**src/rtl/uvlo_pkg.sv**
```systemverilog
package uvlo_pkg;
    localparam int unsigned UV_CODE_W = 11;
    localparam int unsigned UV_NUM_SUP = 2;

    typedef logic [UV_CODE_W-1:0] uv_code_t;

    typedef struct packed {
        uv_code_t on_th;
        uv_code_t off_th;
    } uv_thr_t;

    typedef enum logic {
        SUP_CTL = 1'b0,
        SUP_HS  = 1'b1
    } uv_sup_e;
endpackage

```
**src/rtl/uvlo_thr_sel.sv**
```systemverilog
module uvlo_thr_sel
    import uvlo_pkg::*;
#(
    parameter int unsigned CNT_W        = 9,
    parameter int unsigned FILT_IGBT    = 375,
    parameter int unsigned FILT_MOS     = 38,
    parameter int unsigned CTL_ON_IGBT  = 1250,
    parameter int unsigned CTL_OFF_IGBT = 1160,
    parameter int unsigned HS_ON_IGBT   = 1160,
    parameter int unsigned HS_OFF_IGBT  = 1070,
    parameter int unsigned ON_MOS       = 910,
    parameter int unsigned OFF_MOS      = 830
) (
    input  logic                          mos_sel,
    output uv_thr_t [UV_NUM_SUP-1:0]      thr_o,
    output logic    [CNT_W-1:0]           filt_len_o
);
    localparam int IDX_CTL = int'(SUP_CTL);
    localparam int IDX_HS  = int'(SUP_HS);

    always_comb begin
        if (mos_sel) begin
            thr_o[IDX_CTL].on_th  = uv_code_t'(ON_MOS);
            thr_o[IDX_CTL].off_th = uv_code_t'(OFF_MOS);
            thr_o[IDX_HS].on_th   = uv_code_t'(ON_MOS);
            thr_o[IDX_HS].off_th  = uv_code_t'(OFF_MOS);
            filt_len_o            = CNT_W'(FILT_MOS);
        end else begin
            thr_o[IDX_CTL].on_th  = uv_code_t'(CTL_ON_IGBT);
            thr_o[IDX_CTL].off_th = uv_code_t'(CTL_OFF_IGBT);
            thr_o[IDX_HS].on_th   = uv_code_t'(HS_ON_IGBT);
            thr_o[IDX_HS].off_th  = uv_code_t'(HS_OFF_IGBT);
            filt_len_o            = CNT_W'(FILT_IGBT);
        end
    end
endmodule

```
**src/rtl/uvlo_chan.sv**
```systemverilog
module uvlo_chan
    import uvlo_pkg::*;
#(
    parameter int unsigned CNT_W      = 9,
    parameter int unsigned FLOOR_CODE = 750
) (
    input  logic             clk,
    input  logic             rst_n,
    input  uv_code_t         code_i,
    input  uv_thr_t          thr_i,
    input  logic [CNT_W-1:0] filt_len_i,
    output logic             ready_o
);
    typedef struct packed {
        logic             ready;
        logic [CNT_W-1:0] cnt;
    } chan_st_t;

    localparam uv_code_t FLOOR_TH = uv_code_t'(FLOOR_CODE);

    chan_st_t         st_d, st_q;
    logic [CNT_W-1:0] filt_last;

    assign filt_last = filt_len_i - 1'b1;

    always_comb begin
        st_d = st_q;
        if (code_i < FLOOR_TH) begin
            // hard floor: no filtering
            st_d.ready = 1'b0;
            st_d.cnt   = '0;
        end else if (!st_q.ready) begin
            st_d.cnt = '0;
            if (code_i >= thr_i.on_th) begin
                st_d.ready = 1'b1;
            end
        end else if (code_i < thr_i.off_th) begin
            if (st_q.cnt >= filt_last) begin
                st_d.ready = 1'b0;
                st_d.cnt   = '0;
            end else begin
                st_d.cnt = st_q.cnt + 1'b1;
            end
        end else begin
            st_d.cnt = '0;
        end
    end

    always_ff @(posedge clk or negedge rst_n) begin
        if (!rst_n) begin
            st_q <= '0;
        end else begin
            st_q <= st_d;
        end
    end

    assign ready_o = st_q.ready;
endmodule

```
**src/rtl/uvlo_dual.sv**
```systemverilog
module uvlo_dual
    import uvlo_pkg::*;
#(
    parameter int unsigned FILT_IGBT    = 375,
    parameter int unsigned FILT_MOS     = 38,
    parameter int unsigned CTL_ON_IGBT  = 1250,
    parameter int unsigned CTL_OFF_IGBT = 1160,
    parameter int unsigned HS_ON_IGBT   = 1160,
    parameter int unsigned HS_OFF_IGBT  = 1070,
    parameter int unsigned ON_MOS       = 910,
    parameter int unsigned OFF_MOS      = 830,
    parameter int unsigned FLOOR_CODE   = 750
) (
    input  logic        clk,
    input  logic        rst_n,
    input  logic        mos_sel,
    input  logic [10:0] vctl_code,
    input  logic [10:0] vhs_code,
    output logic        ls_en,
    output logic        hs_en,
    output logic        uv_flag
);
    localparam int unsigned FILT_MAX = (FILT_IGBT > FILT_MOS) ? FILT_IGBT : FILT_MOS;
    localparam int unsigned CNT_W    = $clog2(FILT_MAX + 1);
    localparam int IDX_CTL = int'(SUP_CTL);
    localparam int IDX_HS  = int'(SUP_HS);

    uv_code_t [UV_NUM_SUP-1:0] code_w;
    uv_thr_t  [UV_NUM_SUP-1:0] thr_w;
    logic     [CNT_W-1:0]      filt_len_w;
    logic     [UV_NUM_SUP-1:0] rdy_w;

    assign code_w[IDX_CTL] = vctl_code;
    assign code_w[IDX_HS]  = vhs_code;

    uvlo_thr_sel #(
        .CNT_W        (CNT_W),
        .FILT_IGBT    (FILT_IGBT),
        .FILT_MOS     (FILT_MOS),
        .CTL_ON_IGBT  (CTL_ON_IGBT),
        .CTL_OFF_IGBT (CTL_OFF_IGBT),
        .HS_ON_IGBT   (HS_ON_IGBT),
        .HS_OFF_IGBT  (HS_OFF_IGBT),
        .ON_MOS       (ON_MOS),
        .OFF_MOS      (OFF_MOS)
    ) u_thr_sel (
        .mos_sel    (mos_sel),
        .thr_o      (thr_w),
        .filt_len_o (filt_len_w)
    );

    for (genvar g = 0; g < UV_NUM_SUP; g++) begin : g_chan
        uvlo_chan #(
            .CNT_W      (CNT_W),
            .FLOOR_CODE (FLOOR_CODE)
        ) u_chan (
            .clk        (clk),
            .rst_n      (rst_n),
            .code_i     (code_w[g]),
            .thr_i      (thr_w[g]),
            .filt_len_i (filt_len_w),
            .ready_o    (rdy_w[g])
        );
    end

    // control rail gates both sections, floating rail only the high side
    assign ls_en   = rdy_w[IDX_CTL];
    assign hs_en   = rdy_w[IDX_CTL] & rdy_w[IDX_HS];
    assign uv_flag = ~(&rdy_w);
endmodule

```
**config.mk**
```make
export PLATFORM = sky130hd
export DESIGN_NAME = uvlo_dual
export DESIGN_NICKNAME = d
export VERILOG_FILES = /design/src/rtl/uvlo_pkg.sv /design/src/rtl/uvlo_thr_sel.sv /design/src/rtl/uvlo_chan.sv /design/src/rtl/uvlo_dual.sv
export SDC_FILE = /design/constraint.sdc
export NUM_CORES = 1
export LEC_CHECK = 0
export ABC_AREA = 0
export CAP_MARGIN = 20
export CELL_PAD_IN_SITES_DETAIL_PLACEMENT = 2
export CELL_PAD_IN_SITES_GLOBAL_PLACEMENT = 2
export CORE_MARGIN = 5
export CORE_UTILIZATION = 40
export DETAILED_ROUTE_END_ITERATION = 8
export DONT_BUFFER_PORTS = 1
export HOLD_SLACK_MARGIN = 0.1
export PLACE_DENSITY_LB_ADDON = 0.1
export SETUP_SLACK_MARGIN = 0.4
export SYNTH_ARGS = -nofsm -noshare
export SYNTH_HDL_FRONTEND = slang
export SYNTH_HIERARCHICAL = 1
export SYNTH_SLANG_ARGS = --single-unit
```
**constraint.sdc**
```tcl
create_clock -name clk -period 2.2 [get_ports clk]
set_input_delay 0.11 -clock clk [delete_from_list [all_inputs] [get_ports clk]]
set_output_delay 0.11 -clock clk [all_outputs]
set_load 0.005 [all_outputs]
```
After elaboration in Yosys (flattened, before gate mapping)
Index checks and enable logic that the tools add are counted.
- flip-flop bits (word level): 20
- logic and storage cells: 34
- add/sub/neg operators: 3
- magnitude comparators: 8
- multiplexer cells: 16
- bitwise gates (word level): 2
- reduce and logical (&&, ||, !) cells: 1
- operators with widths (cell ; count):
    two-way mux 9 bit ; 5
    two-way mux 44 bit ; 1
    two-way mux 10 bit ; 4
    >= comparator 11 bit ; 2
    < comparator 11 x 10 -> 1 bit (second input constant) ; 2
    < comparator 11 bit ; 2
    adder 9 x 1 -> 9 bit (second input constant) ; 2
    >= comparator 9 bit ; 2
    subtractor 9 x 1 -> 9 bit (second input constant) ; 1
    two-way mux 1 bit ; 6
    AND reduction 2 bit ; 1
    AND 1 bit ; 1
    NOT 1 bit ; 1

Longest topological paths before layout
Gate-level depths: netlist of run 1.
- depth after elaboration: 7
- mapped depth: 13
- gate-level depth less buffers: 12

By module
The synthesis of run 1 kept the hierarchy.
- modules (own cells, without submodules) (module ; times used ; cells each ; area each (um^2) ; sequential area each (um^2)):
    uvlo_chan at g_chan[1].u_chan ; 1 ; 162 ; 1368.8 ; 250.2
    uvlo_chan at g_chan[0].u_chan ; 1 ; 158 ; 1322.5 ; 250.2
    uvlo_thr_sel ; 1 ; 55 ; 401.6 ; 0.0
    uvlo_dual ; 1 ; 2 ; 10.0 ; 0.0

Worst setup path before layout of run 1
No wires, ideal clock.
- path type: input port to flip-flop
- start: input mos_sel
- end: register g_chan[0].u_chan.st_q, in the netlist g_chan[0].u_chan/ready_o
- setup time: 0.148 ns
- arrival time: 1.823 ns
- data required time: 2.052 ns
- setup slack: 0.229 ns
- cell stages on the path: 9
- buffers on the path: 0
- cell sequence: inv_1 -> inv_1 -> ha_1 -> ha_1 -> nand2_1 -> o21ai_0 -> a31oi_1 -> o21ai_2 -> a311oi_1
- RTL lines (element ; line ; source):
    start, declared ; uvlo_dual.sv:16 ; input logic mos_sel,
    end signal, assigned ; uvlo_chan.sv:53 ; st_q <= st_d;
    end, declared ; uvlo_chan.sv:21 ; chan_st_t st_d, st_q;

==> results of run 1 <==
## per-stage QoR
| step | instance area (sq um) | hold WS [ns] | power (mW) | util [%] |
|---|---|---|---|---|
| after CTS | 3030 | 0.136 | 0.985 | 39.6 |
| after detailed placement | 2950 | -0.185 | 0.721 | 38.6 |
| final | 3190 | 0.113 | 0.995 | 41.7 |
| after global routing | 3190 | 0.109 | 1.09 | 41.7 |
| after floorplan | 3200 | -0.186 | 0.713 | - |
| after global placement | 2950 | -0.185 | 0.704 | 38.6 |
## layout make-up
type | instances | area (sq um)
multi-input cells | 274 | 2170
clock buffers | 3 | 41.3
flip-flops and latches | 20 | 505
well taps | 102 | 128
fillers | 902 | 4460
inverters | 53 | 203
repair buffers | 14 | 143
## cell families after synthesis
group / after synthesis / synth area share (%)
compound gates: 58 / 11.0
xor+xnor: 28 / 7.90
fa+ha+maj: 64 / 25.8
buf+inv: 106 / 19.4
flops: 20 / 16.1
other cells: 2 / 0.242
simple gates: 99 / 19.5
## placed cells by master, fill, tap and decap left out, types with 2 or more instances in the layout
cell type,count
nor2_2,8
dfrtp_1,16
nand2_1,17
and4_1,2
ha_1,63
dfrtp_2,4
nand4_1,7
or2_4,2
nor3_2,6
buf_4,9
nor2b_1,8
a31oi_1,3
xor2_1,11
nand3_1,11
clkbuf_8,3
nor2_1,12
and4_4,2
dlygate4sd3_1,3
and3_1,3
o21ai_1,5
a21oi_1,17
conb_1,25
or3_1,4
a21o_1,2
xnor2_1,17
a21oi_2,3
a211oi_1,5
nor4_4,3
inv_1,52
o21ai_0,15
nor3_1,7
## registers in the layout (all words and copies together), names as in the netlist
name / count
g_chan.u_chan/st_q: 18
g_chan.u_chan/ready_o: 2
## worst paths after layout
path / cells after the start / slack (ns) / to / startpoint
max: 7 / 0.49 / g_chan[1].u_chan/st_q[3]$_DFF_PN0_ / g_chan[1].u_chan/st_q[8]$_DFF_PN0_
min: 1 / 0.11 / g_chan[1].u_chan/st_q[7]$_DFF_PN0_ / rst_n
max reg2reg: 7 / 0.49 / g_chan[1].u_chan/st_q[3]$_DFF_PN0_ / g_chan[1].u_chan/st_q[8]$_DFF_PN0_
min reg2reg: 1 / 0.49 / g_chan[1].u_chan/st_q[0]$_DFF_PN0_ / g_chan[1].u_chan/st_q[0]$_DFF_PN0_
max in group asynchronous: 2 / 1.69 / g_chan[0].u_chan/st_q[2]$_DFF_PN0_ / rst_n
min in group clk: 4 / 0.17 / g_chan[0].u_chan/ready_o$_DFF_PN0_ / vctl_code[7]
## routing by layer
layer  GRT usage [%]  up-vias  share of wire (%)
met5               0        -                  0
met4            3.83        0                1.1
met3            2.00        6                3.0
met2            26.4       20                 53
met1            17.3     1140                 43
li1                -     1182                  -
## repair_timing
item / 4_1_cts / 5_1_grt
cloned: 0 / 0
hold buffers: 3 / 0
endpoints found under the hold margin: 21 / 0
resized for setup: 2 / 18
pin swaps: 1 / 4
buffers inserted: 0 / 6
endpoints found under the setup margin: 1 / 20
## power by group through the flow
stage          Combinational [mW]  Sequential, mW  Clock, mW
6_report                    0.356           0.395      0.244
5_1_grt                     0.420           0.397      0.276
4_1_cts                     0.333           0.396      0.256
3_5_place_dp                0.318           0.403          0
3_3_place_gp                0.302           0.402          0
2_1_floorplan               0.318           0.394          0
==> summary.md, run 1 <==
| Metric | Value |
|---|---|
| Io pins | `28` |
| CTS tree | `built` |
| Startpoint types | `flip-flop` |
| Synth Instances | `377` |
| Netlist Area Pre-Place | `3100 sq um` |
| Layout area overhead | `2.70%` |
| Top-area cell type share of the netlist area | `25.8%` |
| Comb pwr share | `35.8%` |
| Vias in the first global route | `2469` |
| Setup ws final | `0.491 ns` |
| Via density | `5.04` |
| Drt total wl | `6.90 mm` |
| Num CTS Buffers | `3` |
| Crit path arrival time | `1.86 ns` |
| Data required time of the worst path | `2.35 ns` |
| Row count | `32` |
| Tot GR Track Use | `14.3%` |
| Initial DRC Count | `25` |
| Avg Cell Area, Syn | `8.23 sq um` |
| Clock transition at path regs | `0.07 ns` |
| Seq/Total Area, Yosys | `16.1%` |
| Worst slack, placed | `0.159 ns` |
| Die ar. | `9620 sq um` |
| Final ANT Viol Nets | `0` |
| Cell Pwr Density | `312 nW/um^2` |
| Initial antenna violation count | `0` |
| Worst path slowest cell | `dfrtp_1` |
| Port Buf Inserts | `0` |
| #FFs+latches synth | `20` |
| Placed Cells | `453` |
| N_diodes | `0` |
| Post-synthesis cell type with the largest combined area | `ha_1` |
| Setup tns final | `0 ns` |
| CP top delay family | `simple AND/OR/NAND/NOR gates` |
| Worst skew pair latency | `0.26 ns` |
| DRC viols | `0` |
| CTS Root Cell | `clkbuf_8` |
| Final Wtd Congestion | `0.717` |
| Layout cells sized above 1 | `14.6%` |
| Status | `finished, final reports clean` |
| H-tree depth | `1` |
| Max-Cap Viols | `0` |
| Synth warn | `6` |
| Die Height | `98.1 um` |
| Buffers & Inverters on Critical Path | `1` |
| Fmax | `0.585 GHz` |
| DIE WIDTH | `98.1 um` |
| # nets final | `455` |
| Unique cell type count in the Yosys netlist | `40` |
| Non-filler cells, final | `466` |
| Async SR Flop Fraction | `100%` |
| IR drop worst, VDD | `0.134 mV` |
| DP HPWL | `5.66 mm` |
| First-pass GRT wire length | `11.5 mm` |
| Top cells by instance count after synthesis | `64 x ha_1, 53 x inv_1, 52 x buf_4` |
| WL/cell | `14.8 um` |
| Total clock sinks | `20` |
| Sw Share | `34.3%` |
| Core outline area | `7650 sq um` |
| Final max-slew violation count | `0` |
| Final Hold Viols | `0` |
| CP Class | `reg2reg` |
| 1st-pass router iterations | `4` |
| Total number of vias | `2348` |
| Worst-path cell chain | `ha_1, nand4_1, nor2_1, a21oi_2, nand4bb_1, buf_4, nor2_2` |
| CP Capture Type | `flip-flop` |
| Clk pwr share | `24.5%` |
| Endpoints failing setup | `0` |
| Fin crit share | `77.7%` |
| Starting Density | `40.6%` |
| Min cycle time layout | `1.71 ns` |
| Post-synth EDFFs | `0` |
| Critical path peak fanout | `9` |
| Skew final | `0.00132 ns` |
| Register share of total power | `39.7%` |
| Ys flop type | `dfrtp_1` |
| Int Power | `654 uW` |
| Worst path max stage delay | `0.41 ns` |
| Total grt overflow | `0` |
| Count leader, synth | `ha_1` |
| Dominant cells by area after synthesis | `ha_1 26%, dfrtp_1 16%, buf_4 13%, inv_1 6.4%, xnor2_1 4.8%` |
| Clk buf depth | `2` |
| Psw | `341 uW` |
| RSZ-0062 raised after global routing | `false` |
| Static leakage | `1.56 nW` |
| Largest net degree at the start of global routing | `21` |
| HP Class | `in2async` |
(Power assumes the default switching activity.)
==> run 2, diff against run 1 <==
==> constraint.sdc (replaced) <==
create_clock -name clk -period 1.75 [get_ports clk]
set_input_delay 0.0875 -clock clk [delete_from_list [all_inputs] [get_ports clk]]
set_output_delay 0.0875 -clock clk [all_outputs]
set_load 0.005 [all_outputs]
==> run 2 against run 1 <==
  * Highest routed layer unchanged
  * Wire length is 37% higher
  * Power is 41% higher
  * Non-clock buffer count is 25 higher
  * Largest cell class unchanged
  * Maximum frequency is 3.1% higher
==> summary.md, run 2 (synthesis results as in run 1) <==
| Metric | Value |
|---|---|
| Initial DRC Count | `38 (+52%)` |
| CTS tree | `built` |
| Worst skew pair latency | `0.26 ns (about the same)` |
| Layout cells sized above 1 | `27.7% (+13 points)` |
| # nets final | `481 (+5.7%)` |
| CP Capture Type | `flip-flop` |
| Data required time of the worst path | `1.95 ns (-0.40 ns)` |
| Fin crit share | `94.7% (+17 points)` |
| Drt total wl | `9.43 mm (+37%)` |
| Reg2Reg Capture Point | `g_chan[1].u_chan/st_q[5]$_DFF_PN0_` |
| Clk buf depth | `2 (unchanged)` |
| Total clock sinks | `20 (unchanged)` |
| Min cycle time layout | `1.66 ns (-0.0515 ns)` |
| Commonest non-fill, non-tap cell in the layout | `ha_1` |
| Reg-to-reg slack, setup | `0.09 ns (-0.40 ns)` |
| Worst Max-Slew Pin Slew | `0.581 ns` |
| IR drop worst, VDD | `0.196 mV (+46%)` |
| Final max-slew violation count | `0 (unchanged)` |
| Die Height | `98.1 um (unchanged)` |
| Number of flip-flops in the largest register | `18 (unchanged)` |
| Reg2Reg Depth | `8 (+1)` |
| Largest net degree at the start of global routing | `21 (unchanged)` |
| Fmax | `0.603 GHz (+3.1%)` |
| Startpoint types | `flip-flop` |
| Total number of vias | `2562 (+9.1%)` |
| Setup tns final | `0 ns (unchanged)` |
| Final Hold Viols | `0 (unchanged)` |
| Max-Cap Viols | `0 (unchanged)` |
| Via density | `5.21 (+3.3%)` |
| Io pins | `28 (unchanged)` |
| Final ANT Viol Nets | `0 (unchanged)` |
| Largest Register | `g_chan.u_chan/st_q` |
| Worst R2R Start | `g_chan[1].u_chan/st_q[5]$_DFF_PN0_` |
| Initial antenna violation count | `0 (unchanged)` |
| 1st-pass router iterations | `4 (unchanged)` |
| Status | `finished, final reports clean` |
| Layout area overhead | `17.4%` |
| Num CTS Buffers | `3 (unchanged)` |
| Vias in the first global route | `2885 (+17%)` |
| H-tree depth | `1 (unchanged)` |
| Startpoint of the worst hold path | `vctl_code[7]` |
| Slew headroom | `61.2%` |
| Skew final | `0.000895 ns (-0.000426 ns)` |
| Port Buf Inserts | `0 (unchanged)` |
| CTS Root Cell | `clkbuf_8` |
| Core outline area | `7650 sq um (unchanged)` |
| First-pass GRT wire length | `14.0 mm (+22%)` |
| Final Wtd Congestion | `0.752 (+4.9%)` |
| Setup ws final | `0.0921 ns (-0.398 ns)` |
| N_diodes | `0 (unchanged)` |
| Hold Crit Endpoint | `g_chan[0].u_chan/ready_o$_DFF_PN0_` |
| Starting Density | `40.6% (unchanged)` |
| Cell Pwr Density | `385 nW/um^2 (+23%)` |
| Endpoints failing setup | `0 (unchanged)` |
| DRC viols | `0 (unchanged)` |
| DP HPWL | `6.15 mm (+8.5%)` |
| RSZ-0062 raised after global routing | `true` |
| DIE WIDTH | `98.1 um (unchanged)` |
| Hold path depth | `4` |
| CP Class | `reg2reg` |
| Die ar. | `9620 sq um (unchanged)` |
| Worst slack, placed | `-0.127 ns (-0.286 ns)` |
| WL/cell | `19.2 um (+29%)` |
| HP Class | `in2reg` |
| Crit path arrival time | `1.86 ns (about the same)` |
| Critical path peak fanout | `5 (-4)` |
| Clock transition at path regs | `0.08 ns (about the same)` |
| Util after Layout | `47.6% (+6.0 points)` |
| Row count | `32 (unchanged)` |
| Static leakage | `1.70 nW (+9.1%)` |
| Most frequent cells in the layout | `51 x ha_1, 50 x inv_1, 32 x buf_4` |
| Tot GR Track Use | `17.8% (+3.5 points)` |
| Total grt overflow | `0 (unchanged)` |
==> run 2: changes by cell type in the layout (fill, tap and decap cells not counted), sizes merged <==
cell,before,now
buf,10,36
clkbuf,4,3
o21ai,21,22
==> run 2: worst max-delay path: stages, from the launching register on <==
cell and delay (ns):
dfrtp_1 0.40, ha_1 0.28, nand4_1 0.16, nor2_2 0.05, a21oi_2 0.17, buf_4 0.15
nand4bb_4 0.12, buf_6 0.17, nor2_2 0.08
==> run 2: final cells by class <==
class                           count  area, sq um
Fill cell                         859         4000
Multi-Input combinational cell    275         2450
Sequential cell                    20          502
Timing Repair Buffer               39          319
Inverter                           53          203
Tap cell                          102          128
Clock buffer                        3         41.3
==> run 2: worst max path at each step <==
| stage | startpoint | to | slack [ns] | cells after the start |
|---|---|---|---|---|
| finish | g_chan[1].u_chan/st_q[5]$_DFF_PN0_ | g_chan[1].u_chan/st_q[5]$_DFF_PN0_ | 0.09 | 8 |
| global route | g_chan[0].u_chan/st_q[0]$_DFF_PN0_ | g_chan[0].u_chan/ready_o$_DFF_PN0_ | 0.01 | 7 |
| CTS | g_chan[0].u_chan/st_q[0]$_DFF_PN0_ | g_chan[0].u_chan/ready_o$_DFF_PN0_ | 0.15 | 7 |
| detailed placement | mos_sel | g_chan[0].u_chan/ready_o$_DFF_PN0_ | -0.13 | 9 |
| global placement | mos_sel | g_chan[0].u_chan/ready_o$_DFF_PN0_ | -0.09 | 9 |
| floorplan | mos_sel | g_chan[1].u_chan/st_q[3]$_DFF_PN0_ | -0.001 | 10 |
==> run 2: repair_timing <==
| item | in CTS | in global routing |
|---|---|---|
| pin swaps | 28 | 13 |
| endpoints found under the setup margin | 20 | 20 |
| gates cloned | 2 | 0 |
| hold buffers | 3 | 0 |
| buffers inserted | 12 | 9 |
| hold endpoints to repair | 21 | 0 |
| resized for setup | 27 | 30 |
==> run 2: metal layers <==
layer  vias up  global-route usage (%)  part of all wire [%]
li1       1235                       -                     -
met1      1277                    18.9                    39
met2        32                    35.8                    56
met3        18                    2.07                   2.4
met4         0                    5.43                   2.5
met5         -                       0                     0
==> run 2: where the power goes <==
| part | leakage [nW] | internal [mW] | switching [mW] |
|---|---|---|---|
| sequential | 0.273 | 0.475 | 0.0120 |
| clock | 0.0216 | 0.154 | 0.161 |
| combinational | 1.40 | 0.265 | 0.336 |
==> run 2: per-stage QoR <==
| stage | cell area (sq um) | hold WS (ns) | total power [mW] | instances |
|---|---|---|---|---|
| finish | 3640 | 0.180 | 1.40 | 492 |
| global route | 3640 | 0.188 | 1.51 | 492 |
| CTS | 3380 | 0.148 | 1.32 | 482 |
| detailed placement | 3030 | -0.207 | 0.931 | 462 |
| global placement | 3030 | -0.207 | 0.903 | 462 |
| floorplan | 3210 | -0.208 | 0.899 | 400 |
